--- config.mk ---
export PLATFORM = sky130hd
export DESIGN_NAME = dram_slot_sequencer
export DESIGN_NICKNAME = d
export VERILOG_FILES = /design/src/rtl/dss_pkg.sv /design/src/rtl/dss_phase_ring.sv /design/src/rtl/dss_cadence.sv /design/src/rtl/dss_nibble_join.sv /design/src/rtl/dram_slot_sequencer.sv
export SDC_FILE = /design/constraint.sdc
export NUM_CORES = 1
export LEC_CHECK = 0
export ABC_AREA = 1
export ABC_CLOCK_PERIOD_IN_PS = 3800
export BUFFER_PORTS_ARGS = -buffer_cell sky130_fd_sc_hd__buf_2
export CORE_MARGIN = 3
export CORE_UTILIZATION = 50
export DETAILED_ROUTE_END_ITERATION = 10
export PLACE_DENSITY = 0.76
export SYNTH_ARGS = -nofsm -noshare
export SYNTH_HDL_FRONTEND = slang
export SYNTH_HIERARCHICAL = 1
export SYNTH_SLANG_ARGS = --single-unit
--- constraint.sdc ---
create_clock -name clk -period 3.8 [get_ports clk]
set_clock_uncertainty 0.2 [all_clocks]
set_input_delay 0.76 -clock clk [delete_from_list [all_inputs] [get_ports clk]]
set_output_delay 0.76 -clock clk [all_outputs]
set_load 0.02 [all_outputs]
--- src/rtl/dss_pkg.sv ---
package dss_pkg;
    localparam int PHASES    = 8;
    localparam int PH_ROW    = 0;
    localparam int PH_COL0   = 1;
    localparam int PH_STB0   = 2;
    localparam int PH_CAP_HI = 3;
    localparam int PH_COL1   = 4;
    localparam int PH_STB1   = 5;
    localparam int PH_CAP_LO = 6;
    localparam int PH_REL    = 7;

    typedef enum logic [0:0] {
        OWN_CPU = 1'b0,
        OWN_VID = 1'b1
    } owner_e;
endpackage

--- src/rtl/dss_phase_ring.sv ---
module dss_phase_ring #(
    parameter int N = 8
) (
    input  logic         clk,
    input  logic         rst_n,
    output logic [N-1:0] phase_oh
);
    localparam logic [N-1:0] START = {{(N-1){1'b0}}, 1'b1};

    logic [N-1:0] ring_d, ring_q;

    always_comb begin
        ring_d = {ring_q[N-2:0], ring_q[N-1]};
    end

    always_ff @(posedge clk) begin
        if (!rst_n) ring_q <= START;
        else        ring_q <= ring_d;
    end

    assign phase_oh = ring_q;
endmodule

--- src/rtl/dss_cadence.sv ---
module dss_cadence #(
    parameter int W = 2
) (
    input  logic         clk,
    input  logic         rst_n,
    input  logic         step,
    input  logic [W-1:0] mod_m1,
    output logic         at_zero
);
    logic [W-1:0] cnt_d, cnt_q;

    always_comb begin
        cnt_d = cnt_q;
        if (step) begin
            if (cnt_q >= mod_m1) cnt_d = '0;
            else                 cnt_d = cnt_q + 1'b1;
        end
    end

    always_ff @(posedge clk) begin
        if (!rst_n) cnt_q <= '0;
        else        cnt_q <= cnt_d;
    end

    assign at_zero = (cnt_q == '0);
endmodule

--- src/rtl/dss_nibble_join.sv ---
module dss_nibble_join #(
    parameter int NIB_W = 4
) (
    input  logic               clk,
    input  logic               rst_n,
    input  logic [NIB_W-1:0]   din,
    input  logic               take_hi,
    input  logic               take_lo,
    output logic [2*NIB_W-1:0] byte_out
);
    typedef struct packed {
        logic [NIB_W-1:0]   hi;
        logic [2*NIB_W-1:0] full;
    } join_t;

    join_t st_d, st_q;

    always_comb begin
        st_d = st_q;
        if (take_hi) st_d.hi   = din;
        if (take_lo) st_d.full = {st_q.hi, din};
    end

    always_ff @(posedge clk) begin
        if (!rst_n) st_q <= '0;
        else        st_q <= st_d;
    end

    assign byte_out = st_q.full;
endmodule

--- src/rtl/dram_slot_sequencer.sv ---
module dram_slot_sequencer
    import dss_pkg::*;
#(
    parameter int ADDR_W = 16,
    parameter int RA_W   = 8,
    parameter int NIB_W  = 4,
    parameter int CAD_W  = 2
) (
    input  logic                clk,
    input  logic                rst_n,
    input  logic [ADDR_W-1:0]   vid_addr,
    input  logic [ADDR_W-1:0]   cpu_addr,
    input  logic                cpu_rd,
    input  logic                nmi,
    input  logic                fetch_ok,
    input  logic [CAD_W-1:0]    cad_mod,
    input  logic [NIB_W-1:0]    ram_din,
    output logic [RA_W-1:0]     ram_addr,
    output logic                ram_row_sel,
    output logic                ram_col_sel,
    output logic [2*NIB_W-1:0]  vid_byte,
    output logic                vid_valid,
    output logic                vid_step,
    output logic [2*NIB_W-1:0]  cpu_rdata
);
    localparam int COL_W  = RA_W - 1;
    localparam int BYTE_W = 2 * NIB_W;
    localparam int N_JOIN = 2;
    localparam int J_VID  = 0;
    localparam int J_CPU  = 1;

    typedef struct packed {
        logic [ADDR_W-1:0] addr;
        owner_e            owner;
        logic              would;
        logic              rd;
        logic [RA_W-1:0]   ram_addr;
        logic              row_sel;
        logic              col_sel;
        logic              valid;
        logic              step;
    } ctrl_t;

    ctrl_t ctrl_d, ctrl_q;

    logic [PHASES-1:0] phase_oh;
    logic              cad_zero;
    logic              want_vid;
    logic [N_JOIN-1:0] take_hi, take_lo;
    logic [BYTE_W-1:0] joined [N_JOIN];

    dss_phase_ring #(.N(PHASES)) ring_i (
        .clk      (clk),
        .rst_n    (rst_n),
        .phase_oh (phase_oh)
    );

    dss_cadence #(.W(CAD_W)) cad_i (
        .clk     (clk),
        .rst_n   (rst_n),
        .step    (phase_oh[PH_REL]),
        .mod_m1  (cad_mod),
        .at_zero (cad_zero)
    );

    function automatic logic [RA_W-1:0] row_of(input logic [ADDR_W-1:0] a);
        return a[COL_W +: RA_W];
    endfunction

    function automatic logic [RA_W-1:0] col_of(input logic [ADDR_W-1:0] a, input logic lo);
        return {a[COL_W-1:0], lo};
    endfunction

    assign want_vid = cad_zero & fetch_ok;

    always_comb begin
        ctrl_d       = ctrl_q;
        ctrl_d.valid = 1'b0;
        ctrl_d.step  = 1'b0;
        if (phase_oh[PH_ROW]) begin
            ctrl_d.would    = want_vid;
            ctrl_d.owner    = (want_vid && !nmi) ? OWN_VID : OWN_CPU;
            ctrl_d.rd       = cpu_rd;
            ctrl_d.addr     = (want_vid && !nmi) ? vid_addr : cpu_addr;
            ctrl_d.ram_addr = row_of(ctrl_d.addr);
        end
        if (phase_oh[PH_COL0]) begin
            ctrl_d.row_sel  = 1'b1;
            ctrl_d.ram_addr = col_of(ctrl_q.addr, 1'b0);
        end
        if (phase_oh[PH_STB0]) begin
            ctrl_d.col_sel = 1'b1;
        end
        if (phase_oh[PH_COL1]) begin
            ctrl_d.col_sel  = 1'b0;
            ctrl_d.ram_addr = col_of(ctrl_q.addr, 1'b1);
        end
        if (phase_oh[PH_STB1]) begin
            ctrl_d.col_sel = 1'b1;
        end
        if (phase_oh[PH_CAP_LO]) begin
            ctrl_d.valid = (ctrl_q.owner == OWN_VID);
            ctrl_d.step  = ctrl_q.would;
        end
        if (phase_oh[PH_REL]) begin
            ctrl_d.row_sel = 1'b0;
            ctrl_d.col_sel = 1'b0;
        end
    end

    always_ff @(posedge clk) begin
        if (!rst_n) begin
            ctrl_q       <= '0;
            ctrl_q.owner <= OWN_CPU;
        end else begin
            ctrl_q <= ctrl_d;
        end
    end

    always_comb begin
        take_hi[J_VID] = phase_oh[PH_CAP_HI] && (ctrl_q.owner == OWN_VID);
        take_lo[J_VID] = phase_oh[PH_CAP_LO] && (ctrl_q.owner == OWN_VID);
        take_hi[J_CPU] = phase_oh[PH_CAP_HI] && (ctrl_q.owner == OWN_CPU) && ctrl_q.rd;
        take_lo[J_CPU] = phase_oh[PH_CAP_LO] && (ctrl_q.owner == OWN_CPU) && ctrl_q.rd;
    end

    for (genvar g = 0; g < N_JOIN; g++) begin : g_join
        dss_nibble_join #(.NIB_W(NIB_W)) join_i (
            .clk      (clk),
            .rst_n    (rst_n),
            .din      (ram_din),
            .take_hi  (take_hi[g]),
            .take_lo  (take_lo[g]),
            .byte_out (joined[g])
        );
    end

    assign ram_addr    = ctrl_q.ram_addr;
    assign ram_row_sel = ctrl_q.row_sel;
    assign ram_col_sel = ctrl_q.col_sel;
    assign vid_valid   = ctrl_q.valid;
    assign vid_step    = ctrl_q.step;
    assign vid_byte    = joined[J_VID];
    assign cpu_rdata   = joined[J_CPU];
endmodule

==> flow_summary.toml, run 1 <==
[outcome]
outcome = "finished, final reports clean"

[finish]
postLayoutCoreUtil_pct = 57.09
multi_input_area_mm2 = 0.001032
num_antenna_cells = 0
area_delta_synth_final_pct = 8.447
seq_area_mm2 = 0.001121
drive_gt1_share_pct = 21.90
stdcell_count = 513
fill_cells = 525
num-nets-final = 488

[logic_synthesis]
synth-seq-cells = 56
ys_top_cells_by_area = "dfxtp_1, nand2_1, inv_1"
postSynthCellCount = 404
synth_warnings = 6
synthTopCellsByCount = "nand2_1, inv_1, dfxtp_1"
async_flop_share_pct = 0
ys_seq_area_share_pct = 40.91
synth_top_area_share_pct = 40.91
synth_edf_count = 0
synth_top_area_cell = "dfxtp_1"
yosysUniqueCellTypes = 21
yosysMostFrequentCell = "nand2_1"
postSynthAreaPerCell_um2 = 6.782
syn-num-nets = 450
synth_area_mm2 = 0.002740
synthFlopType = "dfxtp_1"

[flow_run]
cap_violations = 0

[placed_design]
gp_congestion = 0.7320
dp_cells = 505
dp_hpwl_um = 3619
dp_slack_ns = 1.674
io_buffers = 68

[sta]
fmax_mhz = 552.5
period_share_pct = 47.63
slew_headroom_pct = 30.97
rsz0062_at_grt = "false"
worst_slack_ns = 1.990
period_needed_ns = 1.810
maxSlewViolCount = 0
fin_tns_setup_ns = 0
finalHoldViolCount = 0
hold-worst-slack_ns = 0.2396
tightest_slew_ns = 1.032
finalSetupViolCount = 0

[grt]
track_usage_pct = 16.35
grt_max_degree = 39
grt-ovfl-total = 0
grt_pass1_wl_um = 8452
grt_pass1_vias = 2115
antenna_found_initial = 0

[floorplanning]
die_x_um = 80.03
num_rows = 26
core_mm2 = 0.005205
initial_core_util_pct = 52.64
ios = 71
die-area_mm2 = 0.006405
die_h_um = 80.03

[worst_setup_path]
crit_buf_inv = 0
cp_max_fo = 16
path_cells = "nand2_1 -> nor2_1 -> nand2_1 -> nand2_1 -> nor2_1"
crit_top_cell = "nand2_1"
crit_type = "flip-flop to flip-flop"
cp-start-kind = "flip-flop"
reg2reg_slack_ns = 1.99
cp_slowest_cell = "nor2_1"
slowest_delay_ns = 0.77
critPathRequiredTime_ns = 3.81
critPathTopFamily = "simple AND/OR/NAND/NOR gates"
arrival_ns = 1.82
end_kind = "flip-flop"

[route]
drt_iter0_markers = 91
via_per_inst = 4.407
vias = 2261
ant_nets = 0
wirelength_um = 4950
dr.pass1.iters = 4
wire_per_inst_um = 9.649
drcViolationCount = 0

[clocking]
cts_setup_buffers = 0
cts.repair.resized = 0
cts_tree = "built"
clkSinkCount = 56
h-tree-depth = 2
cts_hold_buffers = 0
clkTransAtPathRegs_ns = 0.09
cts_buffers = 5
clockBufferDepth = 2
clock_latency_ns = 0.31
cts_root_buf = "clkbuf_8"

[pwr]
p_per_area_mw_per_mm2 = 358.2
peakVddDrop_mv = 0.1919
p_leak_nw = 1.584

[worst_hold_path]
hold_class = "flip-flop to flip-flop"
stage by stage:
stage | cell area, um2 | power [mW]
after floorplan | 2740 | 0.7187
after global placement | 2882 | 0.7503
after detailed placement | 2882 | 0.7531
after CTS | 2972 | 1.076
after global routing | 2972 | 1.117
final | 2972 | 1.065
state kept, by name, indices dropped and copies added, names as in the netlist:
| name | flops |
|---|---|
| ctrl_q | 10 |
| ram_row_sel | 1 |
| ring_i/phase_oh | 8 |
| g_join.join_i/st_q | 8 |
| vid_valid | 1 |
| ram_addr | 8 |
| g_join.join_i/byte_out | 16 |
| cad_i/cnt_q | 2 |
| ram_col_sel | 1 |
| vid_step | 1 |
worst reg2reg max path: stages (launching register included):
cell     delay (ns)
dfxtp_1        0.40
nand2_1        0.07
nor2_1         0.77
nand2_1        0.13
nand2_1        0.10
nor2_1         0.04
report_power, final:
part	internal (mW)	leakage, nW	switching, mW	total (mW)
Sequential	0.605	0.456	0.0120	0.617
Combinational	0.0484	1.08	0.0738	0.122
Clock	0.149	0.0455	0.177	0.326
cell families after synthesis:
group                    count (synthesis)  share of synthesized area [%]
AND/OR/NAND/NOR                        202                          31.19
buffers and inverters                  116                          21.42
flip-flops                              56                          40.91
AO/OA/AOI/OAI                           27                          5.114
adder cells (fa/ha/maj)                  3                          1.370
layout by cell type (no fill, tap or decap):
cell and instances:
nand2_1 109, inv_1 75, buf_2 68, dfxtp_1 56
nor2_1 51, nand3_1 24, a21oi_1 20, nand2_2 8
nor2_2 6, clkbuf_8 6, o21ai_0 5, inv_2 3
ha_1 3, nor2_4 2, clkbuf_1 2, nand3_4 1
or2_2 1, a31oi_1 1, a21oi_2 1, buf_4 1
routing by layer:
metal	part of all wire, %	wire length (um)	vias up	track usage [%]
met1	46	2277	970	19.23
met4	0.69	34	0	3.716
met5	0	0	-	0
met2	47	2350	58	29.22
li1	-	-	1229	-
met3	5.8	288	4	4.628
area by class of cell:
cell class | count | area share [%]
Clock buffer | 8 | 3.032
Inverter | 78 | 9.853
Multi-Input combinational cell | 232 | 34.74
Sequential cell | 56 | 37.73
Tap cell | 70 | 2.947
Timing Repair Buffer | 69 | 11.71
worst paths after layout:
check	start	cells after the start	end
worst min register to register	ring_i/phase_oh[2]	2	ring_i/phase_oh[3]
worst max-delay path	ring_i/phase_oh[6]	5	g_join[1].join_i/byte_out[0]
worst max register to register	ring_i/phase_oh[6]	5	g_join[1].join_i/byte_out[0]
worst min-delay path	ring_i/phase_oh[2]	2	ring_i/phase_oh[3]
No activity file was read; power rests on OpenSTA's default activity.
==> run 2, diff against run 1 <==
--- a/config.mk
+++ b/config.mk
@@ -5,13 +5,13 @@
 export SDC_FILE = /design/constraint.sdc
 export NUM_CORES = 1
 export LEC_CHECK = 0
-export ABC_AREA = 1
-export ABC_CLOCK_PERIOD_IN_PS = 3800
+export ABC_AREA = 0
+export ABC_CLOCK_PERIOD_IN_PS = 1550
 export BUFFER_PORTS_ARGS = -buffer_cell sky130_fd_sc_hd__buf_2
 export CORE_MARGIN = 3
-export CORE_UTILIZATION = 50
+export CORE_UTILIZATION = 46
 export DETAILED_ROUTE_END_ITERATION = 10
-export PLACE_DENSITY = 0.76
+export PLACE_DENSITY = 0.75
 export SYNTH_ARGS = -nofsm -noshare
 export SYNTH_HDL_FRONTEND = slang
 export SYNTH_HIERARCHICAL = 1
==> constraint.sdc (replaced) <==
create_clock -name clk -period 1.55 [get_ports clk]
set_clock_uncertainty 0.2 [all_clocks]
set_input_delay 0.31 -clock clk [delete_from_list [all_inputs] [get_ports clk]]
set_output_delay 0.31 -clock clk [all_outputs]
set_load 0.02 [all_outputs]
==> flow_summary.toml, run 2 <==
[logic_synthesis]
syn-num-nets = 299
async_flop_share_pct = 0
ys_top_cells_by_area = "dfxtp_1, mux2i_1, buf_4"
synth_edf_count = 0
synth_top_area_cell = "dfxtp_1"
postSynthAreaPerCell_um2 = 9.876
synth_area_mm2 = 0.002499
synth-seq-cells = 56
ys_seq_area_share_pct = 44.87
synth_top_area_share_pct = 44.87
yosysUniqueCellTypes = 33
synth_warnings = 6
synthFlopType = "dfxtp_1"
yosysMostFrequentCell = "dfxtp_1"
synthTopCellsByCount = "dfxtp_1, buf_4, nor2b_1"
postSynthCellCount = 253

[floorplanning]
die_x_um = 79.70
initial_core_util_pct = 48.31
core_mm2 = 0.005172
num_rows = 26
die-area_mm2 = 0.006352
die_h_um = 79.70
ios = 71

[pwr]
p_leak_nw = 1.201
p_per_area_mw_per_mm2 = 869.7
peakVddDrop_mv = 0.4916
power_mw = 2.548

[finish]
largest_register_ffs = 16
area_delta_synth_final_pct = 17.28
seq_area_mm2 = 0.001124
num_antenna_cells = 0
fill_cells = 464
multi_input_area_mm2 = 0.001165
drive_gt1_share_pct = 35.33
num-nets-final = 346
final_common_cell = "buf_2"
mostFrequentLayoutCells = "buf_2, dfxtp_1, nor2b_1"

[sta]
tightest_slew_ns = 0.3674
fmax_mhz = 648.6
fin_tns_setup_ns = 0
rsz0062_at_grt = "true"
finalSetupViolCount = 0
period_needed_ns = 1.542
period_share_pct = 99.46
finalHoldViolCount = 0
maxSlewViolCount = 0
slew_headroom_pct = 75.48

[grt]
grt_pass1_wl_um = 7452
antenna_found_initial = 0
grt-ovfl-total = 0
grt_pass1_vias = 1592
track_usage_pct = 14.92
grt_max_degree = 40

[clocking]
h-tree-depth = 2
clock_latency_ns = 0.30
cts_buffers = 5
clockBufferDepth = 2
cts_root_buf = "clkbuf_8"
clkSinkCount = 56
clkTransAtPathRegs_ns = 0.09
cts_tree = "built"

[worst_setup_path]
critPathRequiredTime_ns = 1.59
end_kind = "flip-flop"
cp-start-kind = "flip-flop"
reg2reg_slack_ns = 0.008
crit_type = "flip-flop to flip-flop"
worstReg2RegStart = "cad_i/cnt_q[0]"
arrival_ns = 1.58
r2r_end = "cad_i/cnt_q[1]"
cp_max_fo = 2
worstRegToRegCells = 6

[placed_design]
io_buffers = 68
gp_congestion = 0.6975
dp_hpwl_um = 3268

[worst_hold_path]
hold_end = "ram_addr[7]"
hp-start = "vid_addr[14]"
hold_class = "primary input to flip-flop"
min_delay_path_depth = 3

[route]
drt_iter0_markers = 61
wirelength_um = 4819
ant_nets = 0
drcViolationCount = 0
wire_per_inst_um = 13.02
vias = 1782
dr.pass1.iters = 4
via_per_inst = 4.816

[outcome]
outcome = "finished, final reports clean"

[flow_run]
cap_violations = 0
==> run 2: cell types whose count changed in the layout (fill, tap and decap cells not counted), moves of 7 or more <==
cell,before,now
nand2_1,109,24
inv_1,75,2
nor2_1,51,2
nor2b_1,0,27
mux2i_1,0,26
nand3_1,24,1
a21oi_1,20,0
and2_1,0,9
nand2b_1,0,9
nand2_2,8,0
o21ai_1,0,7
o221ai_1,0,7
==> run 2: worst max-delay path by stage <==
stage	slack, ns	to	startpoint	cells after the start
after floorplan	0.007	ram_addr[2]	cad_i/cnt_q[0]	7
after CTS	0.0009	cad_i/cnt_q[1]	cad_i/cnt_q[0]	6
after detailed placement	-0.17	ram_addr[7]	cad_i/cnt_q[0]	5
final	0.008	cad_i/cnt_q[1]	cad_i/cnt_q[0]	6
after global placement	-0.14	ram_addr[6]	cad_i/cnt_q[0]	5
after global routing	-0.08	ram_addr[3]	cad_i/cnt_q[1]	6
==> run 2: per-stage QoR <==
step / hold WS [ns] / worst slack [ns] / instance area [um2] / util (%) / std cells
after floorplan: 0.1832 / 0.006971 / 2499 / - / 253
after global placement: 0.2315 / -0.1450 / 2751 / 53.19 / 363
after detailed placement: 0.2393 / -0.1663 / 2751 / 53.19 / 363
after CTS: 0.04478 / 0.0008804 / 2835 / 54.81 / 370
after global routing: 0.05539 / -0.08426 / 2930 / 56.65 / 370
final: 0.05672 / 0.008326 / 2930 / 56.65 / 370
==> run 2: final cells by class <==
class | instances | area share (%)
multi-input combinational | 155 | 39.75
sequential | 56 | 38.34
tap | 70 | 2.989
timing repair buffer | 78 | 15.63
clock buffer | 5 | 2.348
inverter | 4 | 0.5124
clock inverter | 2 | 0.4270
==> run 2: cells by family after synthesis <==
kind of cell | share of synthesized area [%]
fa+ha+maj | 1.502
mux | 10.87
flops | 44.87
buf+inv | 11.62
compound gates | 9.715
simple gates | 21.43
==> run 2: power by group <==
| group | internal, mW | switching (mW) | total [mW] | leakage, nW |
|---|---|---|---|---|
| clock network | 0.307 | 0.442 | 0.749 | 0.0400 |
| logic | 0.142 | 0.147 | 0.290 | 0.704 |
| registers | 1.48 | 0.0269 | 1.51 | 0.457 |
| total | 1.93 | 0.616 | 2.55 | 1.20 |
==> run 2: what timing repair did <==
item	4_1_cts	5_1_grt
pin swaps	2	6
endpoints found under the hold margin	0	0
hold buffers	0	0
setup endpoints to repair	18	15
gates cloned	0	1
buffers inserted	0	0
gates resized for setup	2	16
==> run 2: critical path, cell delays in order (launching register included) <==
cell and delay (ns):
dfxtp_2 0.34, inv_2 0.05, buf_4 0.13, ha_4 0.20, nand2b_4 0.14, a211oi_4 0.26
a22o_1 0.18
==> run 2: metal layers <==
metal | vias to the layer above | GRT usage (%) | part of all wire [%] | wire (um)
met1 | 794 | 20.04 | 47 | 2268
li1 | 926 | - | - | -
met2 | 58 | 23.21 | 45 | 2183
met5 | - | 0 | 0 | 0
met3 | 4 | 4.063 | 6.8 | 326
met4 | 0 | 4.639 | 0.85 | 41
==> run 3, diff against run 2 <==
--- a/config.mk
+++ b/config.mk
@@ -5,13 +5,12 @@
 export SDC_FILE = /design/constraint.sdc
 export NUM_CORES = 1
 export LEC_CHECK = 0
-export ABC_AREA = 0
+export ABC_AREA = 1
 export ABC_CLOCK_PERIOD_IN_PS = 1550
 export BUFFER_PORTS_ARGS = -buffer_cell sky130_fd_sc_hd__buf_2
 export CORE_MARGIN = 3
-export CORE_UTILIZATION = 46
+export CORE_UTILIZATION = 30
 export DETAILED_ROUTE_END_ITERATION = 10
-export PLACE_DENSITY = 0.75
 export SYNTH_ARGS = -nofsm -noshare
 export SYNTH_HDL_FRONTEND = slang
 export SYNTH_HIERARCHICAL = 1
==> flow_summary.toml, run 3 (synthesis gave the netlist of run 1 again) <==
[floorplanning]
core_mm2 = 0.008806
die_h_um = 101.6
num_rows = 34
die_x_um = 101.6
die-area_mm2 = 0.01032
ios = 71
initial_core_util_pct = 31.12

[finish]
drive_gt1_share_pct = 24.17
stdcell_count = 559
area_delta_synth_final_pct = 15.16
num-nets-final = 496
largest_register_ffs = 16
mostFrequentLayoutCells = "nand2_1, inv_1, buf_2"
final_common_cell = "nand2_1"
design_area_mm2 = 0.003156
num_antenna_cells = 0

[clocking]
clkTransAtPathRegs_ns = 0.10
clockBufferDepth = 2
cts_root_buf = "clkbuf_8"
clock_latency_ns = 0.30
h-tree-depth = 2
cts_buffers = 5
cts_tree = "built"
clkSinkCount = 56

[pwr]
peakVddDrop_mv = 0.3741
p_leak_nw = 1.656
p_per_area_mw_per_mm2 = 938.0

[sta]
slew_headroom_pct = 66.56
rsz0062_at_grt = "false"
fin_tns_setup_ns = 0
period_share_pct = 94.61
hold-worst-slack_ns = 0.08777
tightest_slew_ns = 0.4997
period_needed_ns = 1.466
finalSetupViolCount = 0
fmax_mhz = 681.9
maxSlewViolCount = 0
finalHoldViolCount = 0

[grt]
grt_pass1_vias = 2043
grt_max_degree = 38
antenna_found_initial = 0
grt_pass1_wl_um = 8866
track_usage_pct = 10.53
grt-ovfl-total = 0

[route]
drt_iter0_markers = 58
via_per_inst = 4.070
dr.pass1.iters = 4
wire_per_inst_um = 9.758
vias = 2275
wirelength_um = 5455
drcViolationCount = 0
ant_nets = 0

[placed_design]
io_buffers = 68
placed_area_mm2 = 0.002999
dp_hpwl_um = 4017
dp_cells = 549
gp_congestion = 0.7890

[worst_setup_path]
arrival_ns = 1.46
critPathRequiredTime_ns = 1.54
crit_type = "flip-flop to flip-flop"
end_kind = "flip-flop"
cp_max_fo = 15
cp-start-kind = "flip-flop"

[outcome]
outcome = "finished, final reports clean"

[flow_run]
cap_violations = 0

[worst_hold_path]
hold_class = "primary input to flip-flop"
run 3: cell types whose count changed in the layout (fill, tap and decap cells not counted), moves of 20 or more:
cell / change
nor2b_1: -27
nand2_1: +85
inv_1: +73
nor2_1: +49
nand3_1: +23
mux2i_1: -26
a21oi_1: +20
run 3: critical path, stage by stage (launching register included):
cell and delay [ns]:
dfxtp_2 0.34, inv_1 0.08, ha_2 0.21, nand2_2 0.08
nor2_4 0.10, buf_12 0.14, nand2_1 0.05, nand3_1 0.07
a21oi_1 0.07
run 3: area by class of cell:
| cell class | instances | area [um2] |
|---|---|---|
| fill | 959 | 5650 |
| timing repair buffer | 77 | 432.9 |
| tap | 108 | 135.1 |
| inverter | 78 | 292.8 |
| multi-input combinational | 232 | 1035 |
| sequential | 56 | 1122 |
| clock inverter | 3 | 68.82 |
| clock buffer | 5 | 68.82 |
run 3: layer usage:
| metal | wire [um] | GRT usage [%] | vias up |
|---|---|---|---|
| met1 | 2748 | 14.09 | 978 |
| li1 | - | - | 1246 |
| met5 | 0 | 0 | - |
| met4 | 19 | 2.147 | 0 |
| met2 | 2397 | 17.15 | 49 |
| met3 | 290 | 2.755 | 2 |
run 3: metrics by stage:
stage,power [mW],utilization [%],setup slack (ns)
final,2.960,35.83,0.08357
after global routing,3.107,35.83,0.003326
after CTS,3.005,35.62,0.001316
after detailed placement,1.869,34.06,0.03307
after global placement,1.865,34.06,0.05541
after floorplan,1.762,-,0.1141
run 3: power by group:
part	internal [mW]	switching [mW]	total, mW
Combinational	0.135	0.193	0.328
Sequential	1.48	0.0242	1.51
Clock	0.650	0.475	1.12
Total	2.27	0.692	2.96
run 3: timing repair:
| action | 4_1_cts | 5_1_grt |
|---|---|---|
| hold endpoints to repair | 0 | 0 |
| setup buffers | 0 | 2 |
| endpoints found under the setup margin | 0 | 15 |
| hold buffers | 0 | 0 |
| gates resized for setup | 0 | 2 |
run 3: worst paths after layout:
check                endpoint  slack (ns)            from  cells past startpoint
setup / recovery  ram_addr[1]        0.08  cad_i/cnt_q[0]                      8
hold / removal      vid_valid        0.09           rst_n                      3
setup reg to reg  ram_addr[1]        0.08  cad_i/cnt_q[0]                      8
hold reg to reg      vid_step        0.23      ctrl_q[13]                      2
